--- config.mk ---
export PLATFORM = sky130hd
export DESIGN_NAME = adc_serial_fsm
export DESIGN_NICKNAME = d
export VERILOG_FILES = /design/src/rtl/adc_sp_pkg.sv /design/src/rtl/sp_sync.sv /design/src/rtl/sp_cfg_capture.sv /design/src/rtl/sp_shift_out.sv /design/src/rtl/adc_serial_fsm.sv
export SDC_FILE = /design/constraint.sdc
export NUM_CORES = 1
export LEC_CHECK = 0
export BUFFER_PORTS_ARGS = -buffer_cell sky130_fd_sc_hd__buf_2
export CAP_MARGIN = 40
export CORE_MARGIN = 2
export CORE_UTILIZATION = 60
export DETAILED_ROUTE_END_ITERATION = 16
export PLACE_DENSITY = 0.88
export SYNTH_ARGS = -nofsm -noshare
export SYNTH_HDL_FRONTEND = slang
export SYNTH_SLANG_ARGS = --single-unit
--- constraint.sdc ---
create_clock -name clk -period 2.7 [get_ports clk]
set_input_delay 0.405 -clock clk [delete_from_list [all_inputs] [get_ports clk]]
set_output_delay 0.405 -clock clk [all_outputs]
set_load 0.01 [all_outputs]
--- src/rtl/adc_sp_pkg.sv ---
// Package: shared types and constants for the converter serial-port block.
// Assumes: a single system clock domain; all host signals are asynchronous.
package adc_sp_pkg;
    // Top-level sequencing states.
    typedef enum logic [1:0] {
        ST_POR  = 2'd0,
        ST_CONV = 2'd1,
        ST_IDLE = 2'd2,
        ST_DATA = 2'd3
    } sp_state_e;

    // Length of the configuration word clocked in on sdi.
    localparam int CFG_WORD_BITS = 4;
endpackage

--- src/rtl/sp_sync.sv ---
// Module: sp_sync
// Brings one asynchronous host pin into the clk domain through STAGES flops
// and exposes the last two synchronised samples for edge detection.
// Assumes: STAGES >= 2; the pin changes slower than a few clk periods.
module sp_sync #(
    parameter int STAGES = 2,
    parameter bit INIT   = 1'b0
) (
    input  logic       clk,
    input  logic       rst_n,
    input  logic       din,
    output logic [1:0] hist
);
    logic [STAGES-1:0] pipe;
    logic              prev;

    // Shift the pin through the synchroniser chain.
    always_ff @(posedge clk) begin
        if (!rst_n) pipe <= {STAGES{INIT}};
        else        pipe <= {pipe[STAGES-2:0], din};
    end

    // Hold the previous synchronised sample for edge detection.
    always_ff @(posedge clk) begin
        if (!rst_n) prev <= INIT;
        else        prev <= pipe[STAGES-1];
    end

    assign hist = {prev, pipe[STAGES-1]};
endmodule

--- src/rtl/sp_cfg_capture.sv ---
// Module: sp_cfg_capture
// Collects the first CFG_WORD_BITS sdi bits of a readout on sck rising edges
// and updates the pending speed/sleep values when the enable pair matches.
// Assumes: sdi is synchronised with the same depth as sck so bits line up.
module sp_cfg_capture
    import adc_sp_pkg::*;
#(
    parameter int STAGES = 2
) (
    input  logic clk,
    input  logic rst_n,
    input  logic frame_start,
    input  logic sck_rise,
    input  logic sdi,
    output logic pend_speed,
    output logic pend_sleep
);
    localparam int NB_W = $clog2(CFG_WORD_BITS + 1);

    logic [STAGES-1:0]        sdi_pipe;
    logic [CFG_WORD_BITS-2:0] word_sh;
    logic [NB_W-1:0]          nbits;
    logic                     sdi_s;
    logic [CFG_WORD_BITS-1:0] word;

    assign sdi_s = sdi_pipe[STAGES-1];
    assign word  = {word_sh, sdi_s};

    // Synchronise sdi alongside sck.
    always_ff @(posedge clk) begin
        if (!rst_n) sdi_pipe <= '0;
        else        sdi_pipe <= {sdi_pipe[STAGES-2:0], sdi};
    end

    // Shift in the word and decode it on its last bit.
    always_ff @(posedge clk) begin
        if (!rst_n) begin
            word_sh    <= '0;
            nbits      <= '0;
            pend_speed <= 1'b0;
            pend_sleep <= 1'b0;
        end else if (frame_start) begin
            nbits <= '0;
        end else if (sck_rise && nbits < NB_W'(CFG_WORD_BITS)) begin
            word_sh <= word[CFG_WORD_BITS-2:0];
            nbits   <= nbits + 1'b1;
            if (nbits == NB_W'(CFG_WORD_BITS - 1) &&
                word[CFG_WORD_BITS-1] && !word[CFG_WORD_BITS-2]) begin
                pend_speed <= word[1];
                pend_sleep <= word[0];
            end
        end
    end

    // pending values never change once the word is complete.
    a_r7_ignore_late: assert property (@(posedge clk) disable iff (!rst_n)
        ($past(nbits) == NB_W'(CFG_WORD_BITS) && nbits == NB_W'(CFG_WORD_BITS))
        |-> ($stable(pend_speed) && $stable(pend_sleep)));
endmodule

--- src/rtl/sp_shift_out.sv ---
// Module: sp_shift_out
// Parallel-load, MSB-first output shifter for the conversion result; flags
// the shift that moves past the last bit.
// Assumes: load and shift are never high together.
module sp_shift_out #(
    parameter int WIDTH = 16
) (
    input  logic             clk,
    input  logic             rst_n,
    input  logic             load,
    input  logic [WIDTH-1:0] load_val,
    input  logic             shift,
    output logic             msb,
    output logic             last
);
    localparam int CW = $clog2(WIDTH);

    logic [WIDTH-1:0] sh;
    logic [CW-1:0]    cnt;

    // Load the result on frame entry and move it up on each falling edge.
    always_ff @(posedge clk) begin
        if (!rst_n) begin
            sh  <= '0;
            cnt <= '0;
        end else if (load) begin
            sh  <= load_val;
            cnt <= '0;
        end else if (shift) begin
            sh  <= {sh[WIDTH-2:0], 1'b0};
            cnt <= cnt + 1'b1;
        end
    end

    assign msb  = sh[WIDTH-1];
    assign last = shift && (cnt == CW'(WIDTH - 1));
endmodule

--- src/rtl/adc_serial_fsm.sv ---
// Module: adc_serial_fsm (top)
// Sequences power-on hold, timed conversion, low-power wait and serial
// readout of a converter; applies host configuration at conversion start.
// Assumes: sck is at least ~6x slower than clk in each phase; conv_result is
// valid in the last cycle of a conversion.
module adc_serial_fsm
    import adc_sp_pkg::*;
#(
    parameter int POR_CYCLES  = 25000,
    parameter int CONV_CYCLES = 833333,
    parameter int DATA_BITS   = 16,
    parameter int SYNC_STAGES = 2
) (
    input  logic                 clk,
    input  logic                 rst_n,
    input  logic                 supply_ok,
    input  logic                 cs_n,
    input  logic                 sck,
    input  logic                 sdi,
    input  logic [DATA_BITS-1:0] conv_result,
    output logic                 sdo,
    output logic                 conv_start,
    output logic                 ref_pd,
    output logic                 cfg_speed,
    output logic                 cfg_sleep
);
    localparam int TMAX  = (2 * CONV_CYCLES > POR_CYCLES) ? 2 * CONV_CYCLES : POR_CYCLES;
    localparam int CNT_W = $clog2(TMAX + 1);
    localparam logic [CNT_W-1:0] POR_LAST  = CNT_W'(POR_CYCLES - 1);
    localparam logic [CNT_W-1:0] FAST_LAST = CNT_W'(CONV_CYCLES - 1);
    localparam logic [CNT_W-1:0] SLOW_LAST = CNT_W'(2 * CONV_CYCLES - 1);

    sp_state_e            state;
    logic [CNT_W-1:0]     cnt;
    logic [DATA_BITS-1:0] result_q;
    logic                 core_rst_n;
    logic [1:0]           cs_hist, sck_hist;
    logic                 cs_lvl, cs_rise, sck_rise, sck_fall;
    logic                 frame_start, frame_done, sh_msb;
    logic                 pend_speed, pend_sleep;
    logic [CNT_W-1:0]     conv_last;

    assign core_rst_n = rst_n & supply_ok;

    sp_sync #(.STAGES(SYNC_STAGES), .INIT(1'b1)) u_cs_sync (
        .clk(clk), .rst_n(core_rst_n), .din(cs_n), .hist(cs_hist));
    sp_sync #(.STAGES(SYNC_STAGES), .INIT(1'b0)) u_sck_sync (
        .clk(clk), .rst_n(core_rst_n), .din(sck), .hist(sck_hist));

    assign cs_lvl   = cs_hist[0];
    assign cs_rise  = cs_hist[0] & ~cs_hist[1];
    assign sck_rise = sck_hist[0] & ~sck_hist[1];
    assign sck_fall = ~sck_hist[0] & sck_hist[1];

    assign frame_start = (state == ST_IDLE) && !cs_lvl;
    assign conv_last   = cfg_speed ? SLOW_LAST : FAST_LAST;

    sp_cfg_capture #(.STAGES(SYNC_STAGES)) u_cfg (
        .clk(clk), .rst_n(core_rst_n), .frame_start(frame_start),
        .sck_rise(sck_rise && state == ST_DATA), .sdi(sdi),
        .pend_speed(pend_speed), .pend_sleep(pend_sleep));

    sp_shift_out #(.WIDTH(DATA_BITS)) u_shift (
        .clk(clk), .rst_n(core_rst_n), .load(frame_start), .load_val(result_q),
        .shift(sck_fall && state == ST_DATA), .msb(sh_msb), .last(frame_done));

    assign sdo = (state == ST_DATA) && sh_msb;

    // Main sequencer: power-on hold, timed conversion, wait, readout.
    always_ff @(posedge clk) begin
        if (!core_rst_n) begin
            state      <= ST_POR;
            cnt        <= '0;
            conv_start <= 1'b0;
            ref_pd     <= 1'b0;
            cfg_speed  <= 1'b0;
            cfg_sleep  <= 1'b0;
            result_q   <= '0;
        end else begin
            conv_start <= 1'b0;
            if (!cs_lvl) ref_pd <= 1'b0;
            case (state)
                ST_POR: begin
                    if (cnt == POR_LAST) begin
                        state      <= ST_CONV;
                        cnt        <= '0;
                        conv_start <= 1'b1;
                    end else begin
                        cnt <= cnt + 1'b1;
                    end
                end
                ST_CONV: begin
                    if (cnt == conv_last) begin
                        state    <= ST_IDLE;
                        cnt      <= '0;
                        result_q <= conv_result;
                        if (cfg_sleep && cs_lvl) ref_pd <= 1'b1;
                    end else begin
                        cnt <= cnt + 1'b1;
                    end
                end
                ST_IDLE: begin
                    if (!cs_lvl) state <= ST_DATA;
                end
                ST_DATA: begin
                    if (cs_rise || frame_done) begin
                        state      <= ST_CONV;
                        cnt        <= '0;
                        conv_start <= 1'b1;
                        cfg_speed  <= pend_speed;
                        cfg_sleep  <= pend_sleep;
                    end
                end
                default: state <= ST_POR;
            endcase
        end
    end

    // the start strobe lasts a single cycle.
    a_r1_start_pulse: assert property (@(posedge clk) disable iff (!core_rst_n)
        conv_start |=> !conv_start);

    // active configuration moves only with a conversion start or a clear.
    a_r8_cfg_at_start: assert property (@(posedge clk) disable iff (!rst_n)
        !$stable({cfg_speed, cfg_sleep}) |-> (conv_start || !$past(supply_ok)));

    // reference power-down only follows a conversion in sleep mode.
    a_r9_pd_needs_sleep: assert property (@(posedge clk) disable iff (!core_rst_n)
        $rose(ref_pd) |-> (cfg_sleep && $past(state) == ST_CONV));

    // a low chip select releases the reference on the next edge.
    a_r10_pd_release: assert property (@(posedge clk) disable iff (!core_rst_n)
        !cs_lvl |=> !ref_pd);

    // within a readout sdo moves only after a detected falling edge.
    a_r4_sdo_hold: assert property (@(posedge clk) disable iff (!core_rst_n)
        (state == ST_DATA && $past(state) == ST_DATA && !$past(sck_fall))
        |-> $stable(sdo));
endmodule

==> impl_metrics.env, run 1 <==
export IMPL_status="finished, final reports clean"
export IMPL_final_area_um2=4158
export IMPL_yosysTopAreaCellShare_pct=42.33
export IMPL_p_seq_share_pct=52.8
export IMPL_antenna_found_initial=0
export IMPL_crit_type="reg -> reg"
export IMPL_grt_pass1_wl_mm=13.81
export IMPL_power_frac_clock_pct=45.0
export IMPL_crit_arrival_ns=2.72
export IMPL_synth_net_count=458
export IMPL_critPathCapture="state[0]"
export IMPL_via_per_inst=6.084
export IMPL_gp_congestion=0.9189
export IMPL_clkTransAtPathRegs_ns=0.08
export IMPL_drive_gt1_share_pct=18.75
export IMPL_r2r_end="state[0]"
export IMPL_nets=475
export IMPL_htree_levels=3
export IMPL_root_buffer="clkbuf_8"
export IMPL_finalHoldViolCount=0
export IMPL_async_flop_share_pct=0
export IMPL_fp_dieW_um=82.91
export IMPL_fin_worst_skew_ns=0.01178
export IMPL_cts_buffers=9
export IMPL_max_clock_freq_mhz=409.5
export IMPL_p_per_area_nw_per_um2=534.3
export IMPL_end_kind="flip-flop"
export IMPL_grt_use_total_pct=24.28
export IMPL_grt_pass1_vias=3055
export IMPL_synth_cell_types=49
export IMPL_p_switching_uw=463.4
export IMPL_clock_path_buffers=2
export IMPL_r2r_start="cnt[4]"
export IMPL_holdBufCountCts=0
export IMPL_route_detailed_drc=0
export IMPL_rows=28
export IMPL_ioPinCount=27
export IMPL_intPower_mw=1.758
export IMPL_cts_setup_buffers=0
export IMPL_vias=3182
export IMPL_slowest_stage="a2111o_4"
export IMPL_synth_ff_latch_count=79
export IMPL_dieArea_um2=6874
export IMPL_ys_top_cells_by_area="dfxtp_1, nor3_2, nand2_1"
export IMPL_cts_sinks=79
export IMPL_drt_iter0_markers=235
export IMPL_reg2reg_depth=5
export IMPL_synthCells=426
export IMPL_setup_tns_ns=0
export IMPL_die_y_um=82.91
export IMPL_min_path_type="in -> reg"
export IMPL_fin_crit_ns=2.442
export IMPL_grt_overflow=0
export IMPL_pwr_share_comb_pct=2.2
export IMPL_routed_wl_mm=8.269
export IMPL_yosysWarnings=0
export IMPL_yosysSeqAreaShare_pct=42.33
export IMPL_critPathMaxFanout=18
export IMPL_worst_slew_pin_slew_ns=0.7507
export IMPL_final_cells=523
export IMPL_critical_path_required_ns=2.97
export IMPL_hpwl_mm=5.463
export IMPL_synth_main_ff_cell="dfxtp_1"
export IMPL_leakagePower_nw=1.414
export IMPL_place_area_um2=3928
export IMPL_detail_route_wl_per_cell_um=15.81
export IMPL_rsz0062_at_grt="no"
export IMPL_cts_resized_gates=0
export IMPL_synthToLayoutAreaGrowth_pct=11.29
export IMPL_synth_most_common_cell="dfxtp_1"
export IMPL_yosys_top_cells_count="dfxtp_1, nand2_1, nand3_1, nor2_1, clkbuf_1"
export IMPL_ir_drop_mv=0.4227
export IMPL_path_cells="or3_1 -> or2_4 -> a2111o_4 -> a221oi_2 -> mux2i_1"
export IMPL_first_pass_iters=5
export IMPL_ant_nets=0
export IMPL_clk_latency_ns=0.36
export IMPL_drv_slew=0
export IMPL_crit_path_max_incr_delay_ns=0.60
export IMPL_synth_edf_count=0
export IMPL_syn_avg_cell_area_um2=8.770
export IMPL_grt_max_degree=36
export IMPL_cap_violations=0
export IMPL_setup_viol=0
export IMPL_numPortBuffers=26
export IMPL_diodes=0
export IMPL_start_util_pct=62.73
export IMPL_core_um2=5956
export IMPL_regToRegSetupSlack_ns=0.26
export IMPL_syn_cell_area_um2=3736
export IMPL_relSlewSlack_pct=49.95
export IMPL_yosys_area_top_type="dfxtp_1"
export IMPL_min_period_over_period_pct=90.45
export IMPL_crit_path_start_kind="flip-flop"
export IMPL_cp_startpoint="cnt[4]"
export IMPL_dpl_cell_count=507
export IMPL_sw_frac_of_total_pct=20.86
export IMPL_cts_tree="done"
==> layer usage <==
metal	up-vias	track usage [%]	routed length [um]
li1	1541	-	-
met1	1496	27.87	3357
met2	118	42.52	4232
met3	27	6.859	469
met4	0	9.538	210
met5	-	0	0
==> cells by family after synthesis <==
| kind of cell | share of synthesized area (%) |
|---|---|
| fa+ha+maj | 3.349 |
| buf+inv | 4.789 |
| compound gates | 13.03 |
| mux | 2.143 |
| xor+xnor | 5.392 |
| simple gates | 28.97 |
| flops | 42.33 |
==> worst max-delay path: cells and delay by family (launching register included) <==
family / cells / cell delay, ns
flops: 1 / 0.37
mux: 1 / 0.29
simple gates: 2 / 0.66
compound gates: 2 / 1.03
==> worst min-delay path by stage <==
stage                                 start           endpoint  slack, ns  depth (start not counted)
after floorplan           u_cs_sync.pipe[0]  u_cs_sync.pipe[1]       0.39                          1
after global placement    u_cs_sync.pipe[0]  u_cs_sync.pipe[1]       0.40                          1
after detailed placement  u_cs_sync.pipe[0]  u_cs_sync.pipe[1]       0.40                          1
after CTS                              cs_n  u_cs_sync.pipe[0]       0.23                          2
after global routing                   cs_n  u_cs_sync.pipe[0]       0.22                          2
final                                  cs_n  u_cs_sync.pipe[0]       0.23                          2
==> power by group through the flow <==
stage	logic [mW]	clock network (mW)	registers, mW
final	0.0499	1.00	1.17
after global routing	0.0545	1.06	1.17
after CTS	0.0500	1.01	1.17
after detailed placement	0.0496	0	1.20
after global placement	0.0482	0	1.20
after floorplan	0.0281	0	1.20
==> registers in the layout, summed over array words and instances, names as in the netlist, 2 cells and up <==
signal	cells
state	2
u_cfg.sdi_pipe	2
u_sck_sync.pipe	2
u_shift.cnt	4
u_shift.sh	16
result_q	16
u_cfg.word_sh	3
u_cfg.nbits	3
cnt	21
u_cs_sync.pipe	2
==> cells in the final DEF (no fill, tap or decap), drive strengths merged, types with 15 or more instances in the layout <==
cell    instances
o21ai          18
nor3           26
dfxtp          79
buf            38
nand3          34
a311oi         15
nor2           31
nand2          49
a21oi          22
==> final cells by class <==
type / count / area (um^2)
inverter: 11 / 41.29
clock inverter: 5 / 78.83
timing repair buffer: 38 / 232.7
fill: 441 / 1798
clock buffer: 11 / 151.4
tap: 75 / 93.84
sequential: 79 / 1582
multi-input combinational: 304 / 1978
==> metrics by stage <==
stage	util, %	power, mW	hold slack, ns	setup WS [ns]
detailed placement	65.95	1.249	0.4013	0.2844
finish	69.81	2.222	0.2310	0.2579
floorplan	-	1.226	0.3925	0.4601
global route	69.81	2.289	0.2196	0.2002
CTS	69.81	2.228	0.2251	0.2759
global placement	65.95	1.247	0.3964	0.3380
No activity file was read; power rests on OpenSTA's default activity.
==> run 2: changes to the inputs <==
MAX_ROUTING_LAYER = met4   (was unset)
TNS_END_PERCENT = 10   (was unset)
==> run 2 against run 1 <==
Effect of this change:
- fmax is 0.52% higher
- total power is 3.8% higher
- core utilization is 0.34 points higher
- critical path depth is 1 higher
- final cell count is 0.19% lower
- routed wire length is 2.1% higher
- final area is 0.48% higher
- hold slack worse by 0.0023 ns
- register-to-register slack hardly changed
- largest cell class unchanged
==> impl_metrics.env, run 2 (same netlist as run 1, synthesis figures left out) <==
export IMPL_max_clock_freq_mhz=411.6
export IMPL_route_detailed_drc=0
export IMPL_min_path_type="in -> reg"
export IMPL_cts_buffers=9
export IMPL_nets=474
export IMPL_top_register="cnt"
export IMPL_grt_pass1_wl_mm=14.37
export IMPL_first_pass_iters=5
export IMPL_clk_latency_ns=0.37
export IMPL_synthToLayoutAreaGrowth_pct=11.82
export IMPL_relSlewSlack_pct=49.13
export IMPL_crit_path_start_kind="flip-flop"
export IMPL_fillers=453
export IMPL_setup_tns_ns=0
export IMPL_routed_wl_mm=8.439
export IMPL_cap_violations=0
export IMPL_core_um2=5956
export IMPL_hold_slack_ns=0.2288
export IMPL_htree_levels=3
export IMPL_cts_tree="done"
export IMPL_status="finished, final reports clean"
export IMPL_clock_path_buffers=2
export IMPL_drt_iter0_markers=294
export IMPL_antenna_found_initial=0
export IMPL_diodes=0
export IMPL_power_mw=2.306
export IMPL_start_util_pct=62.73
export IMPL_dieArea_um2=6874
export IMPL_slowest_stage="a2111o_4"
export IMPL_gp_congestion=0.9395
export IMPL_critPathMaxFanout=21
export IMPL_critPathBufInv=1
export IMPL_final_cells=522
export IMPL_setup_viol=0
export IMPL_regToRegSetupSlack_ns=0.27
export IMPL_cts_resized_gates=0
export IMPL_path_cells="or3_1 -> or2_4 -> a2111o_4 -> a221oi_4 -> buf_12 -> nor3_2"
export IMPL_crit_arrival_ns=2.68
export IMPL_final_util_pct=70.15
export IMPL_crit_path_max_incr_delay_ns=0.61
export IMPL_dpl_cell_count=506
export IMPL_p_per_area_nw_per_um2=552.0
export IMPL_ir_drop_mv=0.3726
export IMPL_fin_crit_ns=2.429
export IMPL_die_y_um=82.91
export IMPL_grt_use_total_pct=25.89
export IMPL_crit_type="reg -> reg"
export IMPL_final_cell_mix="dfxtp_1, nand2_1, nand3_1"
export IMPL_rows=28
export IMPL_end_kind="flip-flop"
export IMPL_worst_slew_pin_slew_ns=0.7631
export IMPL_holdBufCountCts=0
export IMPL_fin_worst_skew_ns=0.01082
export IMPL_grt_pass1_vias=3238
export IMPL_fp_dieW_um=82.91
export IMPL_ant_nets=0
export IMPL_via_per_inst=6.270
export IMPL_clkTransAtPathRegs_ns=0.09
export IMPL_final_common_cell="dfxtp_1"
export IMPL_grt_max_degree=38
export IMPL_drv_slew=0
export IMPL_root_buffer="clkbuf_8"
export IMPL_detail_route_wl_per_cell_um=16.17
export IMPL_ioPinCount=27
export IMPL_vias=3273
export IMPL_reg_largest_list="cnt: 21 flops, result_q: 16 flops, u_shift.sh: 16 flops"
export IMPL_hpwl_mm=5.633
export IMPL_leakagePower_nw=1.419
export IMPL_finalHoldViolCount=0
export IMPL_numPortBuffers=26
export IMPL_rsz0062_at_grt="no"
export IMPL_cts_sinks=79
export IMPL_grt_overflow=0
export IMPL_min_period_over_period_pct=89.98
export IMPL_critical_path_required_ns=2.95
export IMPL_cpLargestDelayFamily="compound AO/OA/AOI/OAI gates"
export IMPL_largest_reg_flops=21
export IMPL_drive_gt1_share_pct=18.34
export IMPL_cts_setup_buffers=0
-- run 2: where the power goes --
part	total [mW]	internal, mW	switching, mW
sequential	1.17	1.17	0.00379
combinational	0.0515	0.0200	0.0315
clock	1.08	0.642	0.441
total	2.31	1.83	0.477
-- run 2: layer usage --
| metal | GRT usage (%) | part of all wire (%) | routed length, um |
|---|---|---|---|
| met4 | 11.77 | 2.3 | 191 |
| met5 | - | 0 | 0 |
| met3 | 6.163 | 5.8 | 492 |
| met1 | 29.63 | 41 | 3454 |
| met2 | 43.04 | 51 | 4299 |
-- run 2: path summary, 6_finish.rpt --
check                                  startpoint           endpoint  cells after the start
worst max-delay path                      cnt[18]            cnt[14]                      6
worst min-delay path                         cs_n  u_cs_sync.pipe[0]                      2
worst max register to register            cnt[18]            cnt[14]                      6
worst min register to register  u_cs_sync.pipe[0]  u_cs_sync.pipe[1]                      1
-- run 2: through the flow --
step | cell area (um^2) | setup WS [ns]
final | 4178 | 0.2706
after floorplan | 3736 | 0.4601
after CTS | 4178 | 0.2857
after detailed placement | 3933 | 0.3014
after global placement | 3933 | 0.3453
after global routing | 4178 | 0.1687
-- run 2: layout make-up --
type                    instances  area, um^2  area share (%)
clock inverters                 5       103.9           2.486
well taps                      75       93.84           2.246
inverters                      11       41.29          0.9883
clock buffers                  11       141.4           3.384
multi-input cells             304        1978           47.35
repair buffers                 37       237.7           5.690
flip-flops and latches         79        1582           37.86
==> run 3: changes to the inputs <==
==> constraint.sdc (replaced) <==
create_clock -name clk -period 2.7 [get_ports clk]
set_input_delay 0.27 -clock clk [delete_from_list [all_inputs] [get_ports clk]]
set_output_delay 0.27 -clock clk [all_outputs]
set_load 0.01 [all_outputs]
==> run 3 against run 2 <==
Effect of this change:
- combinational power is essentially flat
- die area is the same
- sequential cell count is the same
- routed wire length shrank 4.0%
==> impl_metrics.env, run 3 (same netlist as run 1, synthesis figures left out) <==
export IMPL_diodes=0
export IMPL_hold_slack_ns=0.1178
export IMPL_gp_congestion=0.9087
export IMPL_crit_type="reg -> reg"
export IMPL_ioPinCount=27
export IMPL_core_um2=5956
export IMPL_grt_pass1_wl_mm=13.90
export IMPL_drive_gt1_share_pct=17.90
export IMPL_cts_tree="done"
export IMPL_rows=28
export IMPL_min_period_over_period_pct=90.48
export IMPL_start_util_pct=62.73
export IMPL_crit_arrival_ns=2.67
export IMPL_final_common_cell="dfxtp_1"
export IMPL_preCtsSetupSlack_ns=0.3107
export IMPL_first_pass_iters=5
export IMPL_sw_frac_of_total_pct=21.07
export IMPL_final_cell_mix="dfxtp_1, nand2_1, nand3_1"
export IMPL_grt_pass1_vias=3074
export IMPL_slowest_stage="a2111o_4"
export IMPL_final_util_pct=69.24
export IMPL_status="finished, final reports clean"
export IMPL_fp_dieW_um=82.91
export IMPL_setup_viol=0
export IMPL_routed_wl_mm=8.104
export IMPL_fin_crit_ns=2.443
export IMPL_finalHoldViolCount=0
export IMPL_leakagePower_nw=1.389
export IMPL_synthToLayoutAreaGrowth_pct=10.38
export IMPL_power_frac_clock_pct=41.2
export IMPL_holdBufCountCts=0
export IMPL_cpLargestDelayFamily="compound AO/OA/AOI/OAI gates"
export IMPL_min_path_type="in -> reg"
export IMPL_detail_route_wl_per_cell_um=15.52
export IMPL_drv_slew=0
export IMPL_nets=474
export IMPL_grt_overflow=0
export IMPL_top_register="cnt"
export IMPL_power_mw=2.078
export IMPL_reg_largest_list="cnt: 21 flops, result_q: 16 flops, u_shift.sh: 16 flops"
export IMPL_worst_slew_pin_slew_ns=0.7718
export IMPL_ant_nets=0
export IMPL_dieArea_um2=6874
export IMPL_fillers=475
export IMPL_relSlewSlack_pct=48.55
export IMPL_path_cells="or3_1 -> or2_4 -> a2111o_4 -> a221oi_4 -> buf_12 -> nor3b_1"
export IMPL_clk_latency_ns=0.34
export IMPL_critPathBufInv=1
export IMPL_crit_path_max_incr_delay_ns=0.61
export IMPL_drt_iter0_markers=276
export IMPL_route_detailed_drc=0
export IMPL_htree_levels=3
export IMPL_fin_worst_skew_ns=0.009951
export IMPL_crit_path_start_kind="flip-flop"
export IMPL_setup_tns_ns=0
export IMPL_critPathMaxFanout=21
export IMPL_p_seq_share_pct=56.4
export IMPL_antenna_found_initial=0
export IMPL_cap_violations=0
export IMPL_p_per_area_nw_per_um2=504.0
export IMPL_rsz0062_at_grt="no"
export IMPL_pwr_share_comb_pct=2.5
export IMPL_final_seq_area_um2=1582
export IMPL_final_cells=522
export IMPL_vias=3169
export IMPL_place_area_um2=3933
export IMPL_via_per_inst=6.071
export IMPL_die_y_um=82.91
export IMPL_cts_buffers=9
export IMPL_grt_use_total_pct=25.08
export IMPL_max_clock_freq_mhz=409.3
export IMPL_largest_reg_flops=21
export IMPL_end_kind="flip-flop"
export IMPL_cts_setup_buffers=0
export IMPL_p_switching_uw=437.9
export IMPL_cts_resized_gates=0
export IMPL_worst_slack_ns=0.2570
export IMPL_dpl_cell_count=506
export IMPL_hpwl_mm=5.548
export IMPL_cts_sinks=79
export IMPL_root_buffer="clkbuf_8"
export IMPL_clock_path_buffers=2
export IMPL_ir_drop_mv=0.4170
export IMPL_intPower_mw=1.641
export IMPL_clkTransAtPathRegs_ns=0.08
export IMPL_critical_path_required_ns=2.93
export IMPL_multiInputGateArea_um2=1978
export IMPL_final_area_um2=4124
export IMPL_grt_max_degree=42
export IMPL_numPortBuffers=26
==> run 3: power groups by stage <==
stage	clock network [mW]	registers [mW]	logic, mW
after floorplan	0	1.20	0.0281
after global placement	0	1.20	0.0498
after detailed placement	0	1.20	0.0514
after CTS	0.882	1.17	0.0514
after global routing	0.925	1.17	0.0563
final	0.855	1.17	0.0514
==> run 3: path summary, 6_finish.rpt <==
path | from | to | slack (ns) | cells after the start
min | cs_n | u_cs_sync.pipe[0] | 0.12 | 2
max reg2reg | cnt[4] | cnt[17] | 0.26 | 6
min reg2reg | u_cs_sync.pipe[0] | u_cs_sync.pipe[1] | 0.42 | 1
max | cnt[4] | cnt[17] | 0.26 | 6
==> run 3: cell type report <==
| type | count | share of cell area [%] |
|---|---|---|
| Multi-Input combinational cell | 304 | 47.97 |
| Sequential cell | 79 | 38.35 |
| Timing Repair Buffer | 37 | 5.765 |
| Clock buffer | 13 | 3.610 |
| Tap cell | 75 | 2.275 |
| Clock inverter | 3 | 1.032 |
| Inverter | 11 | 1.001 |
==> run 3: metal layers <==
metal	up-vias	GRT usage (%)	share of wire [%]	wire, um
met4	0	8.197	1.5	122
met2	87	40.69	50	4079
met5	-	-	0	0
li1	1547	-	-	-
met1	1511	30.90	43	3450
met3	24	5.964	5.6	452
